$ cat src/rtl/adcseq_pkg.sv
package adcseq_pkg;

  typedef enum logic [1:0] {
    SEQ_IDLE = 2'd0,
    SEQ_XFER = 2'd1,
    SEQ_GAP  = 2'd2
  } seq_state_e;

  // Frame length covers both the outbound settings word and the inbound sample.
  function automatic int frame_len(input int cfg_w, input int smp_w);
    return (cfg_w > smp_w) ? cfg_w : smp_w;
  endfunction

  // Insert a channel number into its field of the settings word.
  function automatic logic [31:0] place_channel(input logic [31:0] base,
                                                input logic [31:0] ch,
                                                input int lsb,
                                                input int width);
    logic [31:0] mask;
    mask = ((32'd1 << width) - 32'd1) << lsb;
    return (base & ~mask) | ((ch << lsb) & mask);
  endfunction

  // Index (0-based) of the frame whose inbound data is returned.
  function automatic logic [1:0] final_frame_index(input logic same_channel_fast);
    return same_channel_fast ? 2'd1 : 2'd2;
  endfunction

endpackage

$ cat src/rtl/adcseq_clkdiv.sv
module adcseq_clkdiv #(
  parameter int HALF = 2
) (
  input  logic clk,
  input  logic srst,
  input  logic en,
  output logic tick
);
  localparam int CW = (HALF > 1) ? $clog2(HALF) : 1;
  localparam logic [CW-1:0] LAST = CW'(HALF - 1);

  logic [CW-1:0] cnt;

  always_ff @(posedge clk) begin
    if (srst || !en) cnt <= '0;
    else if (cnt == LAST) cnt <= '0;
    else cnt <= cnt + 1'b1;
  end

  assign tick = en && (cnt == LAST);

  generate
    if (HALF > 1) begin : g_spaced
      AST_TICK_SPACED: assert property (@(posedge clk) disable iff (srst)
        tick |=> !tick) else $error("tick repeated");
    end
  endgenerate
endmodule

$ cat src/rtl/adcseq_shifter.sv
module adcseq_shifter #(
  parameter int FW = 14
) (
  input  logic          clk,
  input  logic          srst,
  input  logic          start,
  input  logic [FW-1:0] load_word,
  input  logic          tick,
  input  logic          miso,
  output logic          sclk,
  output logic          mosi,
  output logic          active,
  output logic          frame_end,
  output logic [FW-1:0] rx_word
);
  localparam int BW = (FW > 1) ? $clog2(FW) : 1;
  localparam logic [BW-1:0] LAST_BIT = BW'(FW - 1);

  logic [FW-1:0] tx_sr;
  logic [BW-1:0] bit_cnt;

  // Named event: the falling clock edge that closes the frame.
  assign frame_end = active && tick && sclk && (bit_cnt == LAST_BIT);
  assign mosi      = tx_sr[FW-1];

  always_ff @(posedge clk) begin
    if (srst) begin
      active  <= 1'b0;
      sclk    <= 1'b0;
      bit_cnt <= '0;
      tx_sr   <= '0;
      rx_word <= '0;
    end else if (start) begin
      active  <= 1'b1;
      sclk    <= 1'b0;
      bit_cnt <= '0;
      tx_sr   <= load_word;
    end else if (active && tick) begin
      if (!sclk) begin
        sclk    <= 1'b1;
        rx_word <= {rx_word[FW-2:0], miso};
      end else begin
        sclk <= 1'b0;
        if (frame_end) begin
          active <= 1'b0;
        end else begin
          bit_cnt <= bit_cnt + 1'b1;
          tx_sr   <= {tx_sr[FW-2:0], 1'b0};
        end
      end
    end
  end

  AST_START_WHEN_FREE: assert property (@(posedge clk) disable iff (srst)
    start |-> !active) else $error("frame started over a running frame");
endmodule

$ cat src/rtl/adcseq_ctrl.sv
module adcseq_ctrl
  import adcseq_pkg::*;
#(
  parameter int FW       = 14,
  parameter int SAMPLE_W = 14,
  parameter int CFG_W    = 14,
  parameter int CH_W     = 3,
  parameter int CH_LSB   = 7,
  parameter logic [CFG_W-1:0] CFG_BASE = 14'h3C09,
  parameter int CONV_CYC = 120
) (
  input  logic                clk,
  input  logic                srst,
  input  logic                fast_mode,
  input  logic                req_valid,
  input  logic [CH_W-1:0]     req_ch,
  output logic                req_ready,
  input  logic                frame_end,
  input  logic [FW-1:0]       rx_word,
  output logic                start,
  output logic [FW-1:0]       tx_word,
  output logic                cs_n,
  output logic                rsp_valid,
  output logic [SAMPLE_W-1:0] rsp_data,
  output logic [CH_W-1:0]     rsp_ch
);
  localparam int GW = $clog2(CONV_CYC + 1);
  localparam logic [GW-1:0] GAP_LAST = GW'(CONV_CYC - 1);
  localparam logic [GW-1:0] GAP_FULL = GW'(CONV_CYC);

  seq_state_e     state;
  logic [CH_W-1:0] cur_ch;
  logic [CH_W-1:0] mem_ch;
  logic            mem_valid;
  logic [1:0]      xfer_idx;
  logic [1:0]      last_idx;
  logic [GW-1:0]   gap_cnt;

  logic            accept;
  logic            fast_hit;
  logic            gap_done;
  logic            more;
  logic [CFG_W-1:0] cfg_word;

  assign req_ready = (state == SEQ_IDLE);
  assign accept    = req_valid && req_ready;
  assign fast_hit  = fast_mode && mem_valid && (mem_ch == req_ch);
  assign gap_done  = (state == SEQ_GAP) && (gap_cnt == GAP_LAST);
  assign more      = (xfer_idx != last_idx);
  assign start     = accept || (gap_done && more);
  assign cfg_word  = CFG_W'(place_channel(32'(CFG_BASE), 32'(req_ch), CH_LSB, CH_W));
  assign tx_word   = accept ? (FW'(cfg_word) << (FW - CFG_W)) : '0;

  always_ff @(posedge clk) begin
    if (srst) begin
      state     <= SEQ_IDLE;
      cs_n      <= 1'b1;
      rsp_valid <= 1'b0;
      rsp_data  <= '0;
      rsp_ch    <= '0;
      cur_ch    <= '0;
      mem_ch    <= '0;
      mem_valid <= 1'b0;
      xfer_idx  <= '0;
      last_idx  <= '0;
      gap_cnt   <= '0;
    end else begin
      rsp_valid <= 1'b0;
      unique case (state)
        SEQ_IDLE: begin
          if (accept) begin
            cur_ch    <= req_ch;
            last_idx  <= final_frame_index(fast_hit);
            xfer_idx  <= '0;
            mem_ch    <= req_ch;
            mem_valid <= 1'b1;
            cs_n      <= 1'b0;
            state     <= SEQ_XFER;
          end
        end
        SEQ_XFER: begin
          if (frame_end) begin
            cs_n    <= 1'b1;
            gap_cnt <= '0;
            state   <= SEQ_GAP;
            if (xfer_idx == last_idx) begin
              rsp_valid <= 1'b1;
              rsp_data  <= rx_word[FW-1 -: SAMPLE_W];
              rsp_ch    <= cur_ch;
            end
          end
        end
        SEQ_GAP: begin
          if (gap_done) begin
            if (more) begin
              xfer_idx <= xfer_idx + 1'b1;
              cs_n     <= 1'b0;
              state    <= SEQ_XFER;
            end else begin
              state <= SEQ_IDLE;
            end
          end else begin
            gap_cnt <= gap_cnt + 1'b1;
          end
        end
        default: state <= SEQ_IDLE;
      endcase
    end
  end

  // Rest counter: cycles chip select has been high, saturating; full after reset.
  logic [GW-1:0] hi_cnt;
  always_ff @(posedge clk) begin
    if (srst) hi_cnt <= GAP_FULL;
    else if (!cs_n) hi_cnt <= '0;
    else if (hi_cnt < GAP_FULL) hi_cnt <= hi_cnt + 1'b1;
  end

  AST_CS_REST: assert property (@(posedge clk) disable iff (srst)
    $fell(cs_n) |-> (hi_cnt >= GAP_FULL)) else $error("chip select rest too short");
  AST_ACCEPT_OPENS: assert property (@(posedge clk) disable iff (srst)
    (req_valid && req_ready) |=> !cs_n) else $error("accept did not open a frame");
  AST_RSP_SINGLE: assert property (@(posedge clk) disable iff (srst)
    rsp_valid |=> !rsp_valid) else $error("response longer than one cycle");
  AST_RSP_AT_RISE: assert property (@(posedge clk) disable iff (srst)
    rsp_valid |-> $rose(cs_n)) else $error("response not at frame close");
  AST_BUSY_NO_READY: assert property (@(posedge clk) disable iff (srst)
    !cs_n |-> !req_ready) else $error("ready during a frame");
endmodule

$ cat src/rtl/adcseq_top.sv
module adcseq_top #(
  parameter int SAMPLE_W  = 14,
  parameter int CFG_W     = 14,
  parameter int CH_W      = 3,
  parameter int CH_LSB    = 7,
  parameter logic [CFG_W-1:0] CFG_BASE = 14'h3C09,
  parameter int SCLK_HALF = 2,
  parameter int CONV_CYC  = 120
) (
  input  logic                clk,
  input  logic                srst,
  input  logic                fast_mode,
  input  logic                req_valid,
  input  logic [CH_W-1:0]     req_ch,
  output logic                req_ready,
  output logic                rsp_valid,
  output logic [SAMPLE_W-1:0] rsp_data,
  output logic [CH_W-1:0]     rsp_ch,
  output logic                spi_sclk,
  output logic                spi_cs_n,
  output logic                spi_mosi,
  input  logic                spi_miso
);
  localparam int FRAME_W = adcseq_pkg::frame_len(CFG_W, SAMPLE_W);
  localparam int EW      = $clog2(FRAME_W + 2);

  logic               sh_active;
  logic               sh_tick;
  logic               sh_start;
  logic               sh_frame_end;
  logic [FRAME_W-1:0] sh_tx_word;
  logic [FRAME_W-1:0] sh_rx_word;

  adcseq_clkdiv #(.HALF(SCLK_HALF)) u_div (
    .clk  (clk),
    .srst (srst),
    .en   (sh_active),
    .tick (sh_tick)
  );

  adcseq_shifter #(.FW(FRAME_W)) u_shift (
    .clk       (clk),
    .srst      (srst),
    .start     (sh_start),
    .load_word (sh_tx_word),
    .tick      (sh_tick),
    .miso      (spi_miso),
    .sclk      (spi_sclk),
    .mosi      (spi_mosi),
    .active    (sh_active),
    .frame_end (sh_frame_end),
    .rx_word   (sh_rx_word)
  );

  adcseq_ctrl #(
    .FW       (FRAME_W),
    .SAMPLE_W (SAMPLE_W),
    .CFG_W    (CFG_W),
    .CH_W     (CH_W),
    .CH_LSB   (CH_LSB),
    .CFG_BASE (CFG_BASE),
    .CONV_CYC (CONV_CYC)
  ) u_ctrl (
    .clk       (clk),
    .srst      (srst),
    .fast_mode (fast_mode),
    .req_valid (req_valid),
    .req_ch    (req_ch),
    .req_ready (req_ready),
    .frame_end (sh_frame_end),
    .rx_word   (sh_rx_word),
    .start     (sh_start),
    .tx_word   (sh_tx_word),
    .cs_n      (spi_cs_n),
    .rsp_valid (rsp_valid),
    .rsp_data  (rsp_data),
    .rsp_ch    (rsp_ch)
  );

  // Edge counter for the frame-length check.
  logic          sclk_prev;
  logic [EW-1:0] edge_cnt;
  always_ff @(posedge clk) begin
    if (srst) begin
      sclk_prev <= 1'b0;
      edge_cnt  <= '0;
    end else begin
      sclk_prev <= spi_sclk;
      if (spi_cs_n) edge_cnt <= '0;
      else if (spi_sclk && !sclk_prev) edge_cnt <= edge_cnt + 1'b1;
    end
  end

  AST_FRAME_LEN: assert property (@(posedge clk) disable iff (srst)
    ($rose(spi_cs_n) && !$past(srst)) |-> (edge_cnt == EW'(FRAME_W)))
    else $error("wrong number of clock edges in frame");
  AST_CS_SCLK_IDLE: assert property (@(posedge clk) disable iff (srst)
    spi_cs_n |-> !spi_sclk) else $error("clock high while deselected");
endmodule

$ cat config.mk
export PLATFORM = sky130hd
export DESIGN_NAME = adcseq_top
export DESIGN_NICKNAME = d
export VERILOG_FILES = /design/src/rtl/adcseq_pkg.sv /design/src/rtl/adcseq_clkdiv.sv /design/src/rtl/adcseq_shifter.sv /design/src/rtl/adcseq_ctrl.sv /design/src/rtl/adcseq_top.sv
export SDC_FILE = /design/constraint.sdc
export NUM_CORES = 1
export LEC_CHECK = 0
export BUFFER_PORTS_ARGS = -buffer_cell sky130_fd_sc_hd__buf_2
export CAP_MARGIN = 40
export CORE_MARGIN = 5
export CORE_UTILIZATION = 50
export DETAILED_ROUTE_END_ITERATION = 8
export GPL_TIMING_DRIVEN = 0
export MAX_ROUTING_LAYER = met4
export PLACE_DENSITY = 0.77
export SLEW_MARGIN = 20
export SYNTH_ARGS = -nofsm -noshare
export SYNTH_HDL_FRONTEND = slang
export SYNTH_SLANG_ARGS = --single-unit
export TNS_END_PERCENT = 1
$ cat constraint.sdc
create_clock -name clk -period 1.8 [get_ports clk]
set_clock_uncertainty 0.05 [all_clocks]
set_input_delay 0.18 -clock clk [delete_from_list [all_inputs] [get_ports clk]]
set_output_delay 0.18 -clock clk [all_outputs]
set_load 0.02 [all_outputs]
== Word level (Yosys, flattened, before mapping) ==
Index checks and enable logic that the tools add are counted.

* Add/sub/neg operators: 4
* Eq/ne operators: 13
* Muxes and demuxes: 29
* Bitwise gates (word level): 4
* Reductions and logical operators: 32

{| class="wikitable"
|+ Operator list
! operator !! count
|-
| 2-to-1 mux 14 bit || 5
|-
| AND reduction 3 bit || 7
|-
| 2-to-1 mux 2 bit || 7
|-
| 2-to-1 mux 7 bit || 2
|-
| one-hot mux 7 bit (2 select lines) || 1
|-
| 2-to-1 mux 1 bit || 11
|-
| nonzero test 2 bit || 5
|-
| logical AND 1 bit || 9
|-
| inequality test 2 bit (second input constant) || 4
|-
| adder 7 x 1 -> 7 bit (second input constant) || 1
|-
| == test 7 bit (second input constant) || 1
|-
| one-hot mux 2 bit (3 select lines) || 1
|-
| AND reduction 5 bit || 1
|-
| adder 4 x 1 -> 4 bit (second input constant) || 1
|-
| == test 4 bit (second input constant) || 1
|-
| inequality test 2 x 1 -> 1 bit (second input constant) || 2
|-
| NOT 1 bit || 4
|-
| one-hot mux 2 bit (2 select lines) || 1
|-
| AND reduction 4 bit || 1
|-
| OR reduction 2 bit || 2
|-
| == test 3 bit || 1
|-
| one-hot mux 1 bit (3 select lines) || 1
|-
| nonzero test 3 bit || 1
|-
| OR reduction 3 bit || 1
|-
| 10 further kinds || 11
|}

* Bits in registers: 71
* Logic and storage cells: 98

== Logic depth before layout (Yosys ltp) ==
* Word-level depth: 8
* Depth in mapped cells: 8
* Depth with buffers taken out: 6

== By module ==
Synthesis repeated with hierarchy kept, for this count alone.

* Cells, all modules: 352
* Area, all modules: 3163.0 sq um

{| class="wikitable"
|+ By module, submodules not included
! module !! instances !! cells an instance !! area each (sq um) !! sequential area each (sq um)
|-
| adcseq_ctrl || 1 || 174 || 1600.3 || 720.7
|-
| adcseq_shifter || 1 || 175 || 1522.7 || 680.7
|-
| adcseq_clkdiv || 1 || 3 || 40.0 || 20.0
|}

== Worst setup path before layout ==
No wires, ideal clock.

* Kind: register to register
* Start point: reg u_shift.sclk
* End point: reg u_ctrl.rsp_data[0]
* Data arrival time: 1648 ps
* Setup slack: -17 ps
* Cell stages (with the launch flop): 7
* Path buffers: 2
* Period minus slack after synthesis: 1817 ps
* Cells stage by stage: dfxtp_1 and3_4 nand4b_4 or3_1 buf_6 buf_8 mux2i_1

* Longest elaborated chain between the ends: 3

{| class="wikitable"
|+ RTL lines
! element !! line !! RTL
|-
| from (decl) || adcseq_shifter.sv:10 || <nowiki>output logic sclk,</nowiki>
|-
| from (signal assigned) || adcseq_shifter.sv:29 || <nowiki>sclk <= 1'b0;</nowiki>
|-
| from (signal assigned) || adcseq_shifter.sv:35 || <nowiki>sclk <= 1'b0;</nowiki>
|-
| from (signal assigned) || adcseq_shifter.sv:40 || <nowiki>sclk <= 1'b1;</nowiki>
|-
| logical AND 1 bit (2 in series) || adcseq_shifter.sv:23 || <nowiki>assign frame_end = active && tick && sclk && (bit_cnt == LAST_BIT);</nowiki>
|-
| AND reduction 3 bit (no line) || n/a ||
|-
| to (signal assigned) || adcseq_ctrl.sv:88 || <nowiki>rsp_data <= rx_word[FW-1 -: SAMPLE_W];</nowiki>
|-
| to (decl) || adcseq_ctrl.sv:24 || <nowiki>output logic [SAMPLE_W-1:0] rsp_data,</nowiki>
|}

No other way between the ends.
A chain may end at the register's enable or synchronous reset.

== Final worst setup path ==
* Start point: reg u_shift.bit_cnt[0]
* End point: reg u_ctrl.rsp_data[1]

* Longest elaborated chain between the ends: 3

{| class="wikitable"
|+ RTL lines
! element !! line !! RTL
|-
| from (decl) || adcseq_shifter.sv:20 || <nowiki>logic [BW-1:0] bit_cnt;</nowiki>
|-
| from (signal assigned) || adcseq_shifter.sv:47 || <nowiki>bit_cnt <= bit_cnt + 1'b1;</nowiki>
|-
| == test 4 bit || adcseq_shifter.sv:23 ||
|-
| logical AND 1 bit || adcseq_shifter.sv:23 ||
|-
| AND reduction 3 bit (no line) || n/a ||
|}

No other way between the ends.

==> reports/results.ini <==
[placement]
dp_slack_ps = -286
place_hpwl_um = 3870
portBuffers = 28
dpl_cell_area_um2 = 3070
gp_congestion = 0.785

[critical_path]
rr_startpoint = u_shift.bit_cnt[0]
end_kind = flop
startpoint = u_shift.bit_cnt[0]
critPathRequiredTime_ps = 1980
crit_path_max_fanout = 10
ff2ff_setup_slack_ps = -60
arrival_ps = 2040
critPathLaunchType = flop
criticalPathCategory = flop to flop

[clock_network]
cts_sinks = 71
cts-root-buf = clkbuf_8
cts_tree = done
clk_pin_slew_ps = 70
ctsLongestPathBuffers = 2
clock_latency_ps = 350
h-tree-depth = 3
cts_buffers = 9

[timing]
report.final.slew_viol_count = 0
hold_viol_final = 0
finalCritPeriodShare_pct = 103
fin_hold_ws_ps = 41.1
max_slew_margin_pct = 55.4
layout_setup_ws_ps = -58.6
fmax_ghz = 0.538
tightest_slew_ps = 666
finalSetupViolations = 10
rsz0062_at_grt = true
period_needed_ps = 1860

[global_route]
grt_pass1_vias = 2075
antenna_found_initial = 0
grt.total_usage_pct = 17.6
grt_max_degree = 13
grt-ovfl-total = 0
grt_pass1_wl_um = 9860

[routing]
vias_per_cell = 5.33
drt-total-wl_um = 5770
drc = 0
wl_met2_um = 2700
m1WireLength_um = 2740
detail_route.wl_per_cell_um = 14.1
drt-pass1-iter-count = 4
dr_total_vias = 2180
top_layer = met4
ant_nets = 0
wl_met3_um = 162
drt_iter0_markers = 177

[floorplan]
ioPinCount = 30
core.rowCount = 27
initial_utilization_pct = 51.5
die_area_um2 = 7270
die_h_um = 85.3
die_w_um = 85.3
core-area_um2 = 5510

[synthesis]
syn_nets = 301
syn_area_per_cell_um2 = 9.77
syn_area_um2 = 2830
seq_area_frac_synth_pct = 50.2
synthCells = 290
synth_cell_types = 44
yosys_most_used_dff = dfxtp_1
yosys_warnings = 0
async_flop_share_pct = 0
ys_seq_elements = 71
synth_edf_count = 0

[power]
p_comb_share_pct = 4.5
powerDensity_nw_per_um2 = 955
p_clk_share_pct = 45.2
p_int_w = 0.00251
leakage_nw = 1.48
p_total_w = 0.00324
seqPwrFrac_pct = 50.3
swShare_pct = 22.4
ir_worst_vdd_v = 0.000599
netSwitchingPower_w = 0.000724

[run]
max_cap_violations = 0

[status]
status = finished with violations
failed_checks = negative setup slack

[finish]
antenna_cells = 0
fin_area_um2 = 3390
fin_nets = 343
drive_above_1_share_pct = 23.1
syn2layout_area_growth_pct = 19.6
fin_util_pct = 61.5

[hold_path]
hold_path_startpoint = spi_miso
hp-class = input port to flop

==> per-layer routing <==
metal	GRT usage, %	vias to the layer above
met5	-	-
met4	10.4	0
met3	3.50	14
met2	26.2	38
met1	21.9	1029
li1	-	1099
==> what timing repair did <==
item / CTS / global route
gates resized for setup: 17 / 7
endpoints found under the setup margin: 33 / 30
hold buffers: 0 / 0
setup buffers: 1 / 2
==> critical path, stage by stage, from the launching register on <==
cell      delay, ps
dfxtp_2         370
ha_1            190
and3_4          220
nand4b_4        140
or3_4           360
buf_6           150
buf_8           140
mux2i_1         120
==> synth_stat cells (2+ instances only) <==
cell / count / area, um^2
xnor2_1: 4 / 35.0
and3_1: 4 / 25.0
nor2_1: 17 / 63.8
nand2_1: 62 / 233
nand3_1: 8 / 40.0
a311o_1: 2 / 20.0
nor3_1: 5 / 25.0
a2bb2oi_1: 3 / 26.3
o211ai_1: 5 / 37.5
ha_1: 3 / 37.5
xor2_1: 9 / 78.8
a21oi_1: 14 / 70.1
o21ai_0: 7 / 35.0
dfxtp_1: 71 / 1420
buf_6: 2 / 22.5
mux2i_1: 36 / 360
and2_1: 2 / 12.5
clkbuf_1: 8 / 30.0
nand4_1: 3 / 18.8
==> cells in the final DEF (no fill, tap or decap), types with 6 or more instances in the layout <==
cell       n
dfxtp_1   64
nand2_1   61
mux2i_1   36
buf_2     28
nor2_1    16
a21oi_1   14
clkbuf_8  11
nand3_1    8
xor2_1     7
o21ai_0    7
clkbuf_1   6
dfxtp_2    6
==> layout make-up <==
class	count	area, um^2
multi-input combinational	204	1370
timing repair buffer	31	163
tap	72	90.1
sequential	71	1430
inverter	2	7.51
clock inverter	5	80.1
clock buffer	11	151
fill	421	2120
buffer	13	91.3
==> registers in the layout, summed over array words and instances, names as in the netlist, 2 cells and up <==
name / flops
u_ctrl.last_idx: 2
u_ctrl.xfer_idx: 2
u_ctrl.cur_ch: 3
u_shift.rx_word: 14
u_ctrl.rsp_data: 14
u_ctrl.gap_cnt: 7
u_shift.bit_cnt: 4
u_ctrl.rsp_ch: 3
u_shift.tx_sr: 14
u_ctrl.state: 2
==> path summary, 6_finish.rpt <==
check,cells after the start,to
worst max-delay path,7,u_ctrl.rsp_data[1]
worst min-delay path,3,u_shift.rx_word[0]
worst max register to register,7,u_ctrl.rsp_data[1]
worst min register to register,1,u_ctrl.cs_n
==> through the flow <==
step,instances,setup TNS [ps]
global route,409,-1410
global placement,390,-3070
finish,409,-467
detailed placement,390,-4670
floorplan,290,0
CTS,407,-639
==> logic make-up (layout without fill, tap and decap cells) <==
family / after synthesis / after routing / share of synthesized area, %
AND/OR/NAND/NOR: 114 / 114 / 19.9
multiplexers: 36 / 36 / 12.7
flip-flops: 71 / 71 / 50.2
buffers and inverters: 15 / 62 / 3.09
XOR/XNOR: 13 / 13 / 4.02
adder cells (fa/ha/maj): 3 / 3 / 1.32
AO/OA/AOI/OAI: 38 / 38 / 8.79
==> power by group through the flow <==
stage | logic, W | clock network, W | registers (W)
6_report | 0.000145 | 0.00146 | 0.00163
5_1_grt | 0.000160 | 0.00155 | 0.00163
4_1_cts | 0.000144 | 0.00147 | 0.00163
3_5_place_dp | 0.000139 | 0 | 0.00166
3_3_place_gp | 0.000137 | 0 | 0.00166
2_1_floorplan | 0.0000933 | 0 | 0.00167
No activity file was read; power rests on OpenSTA's default activity.
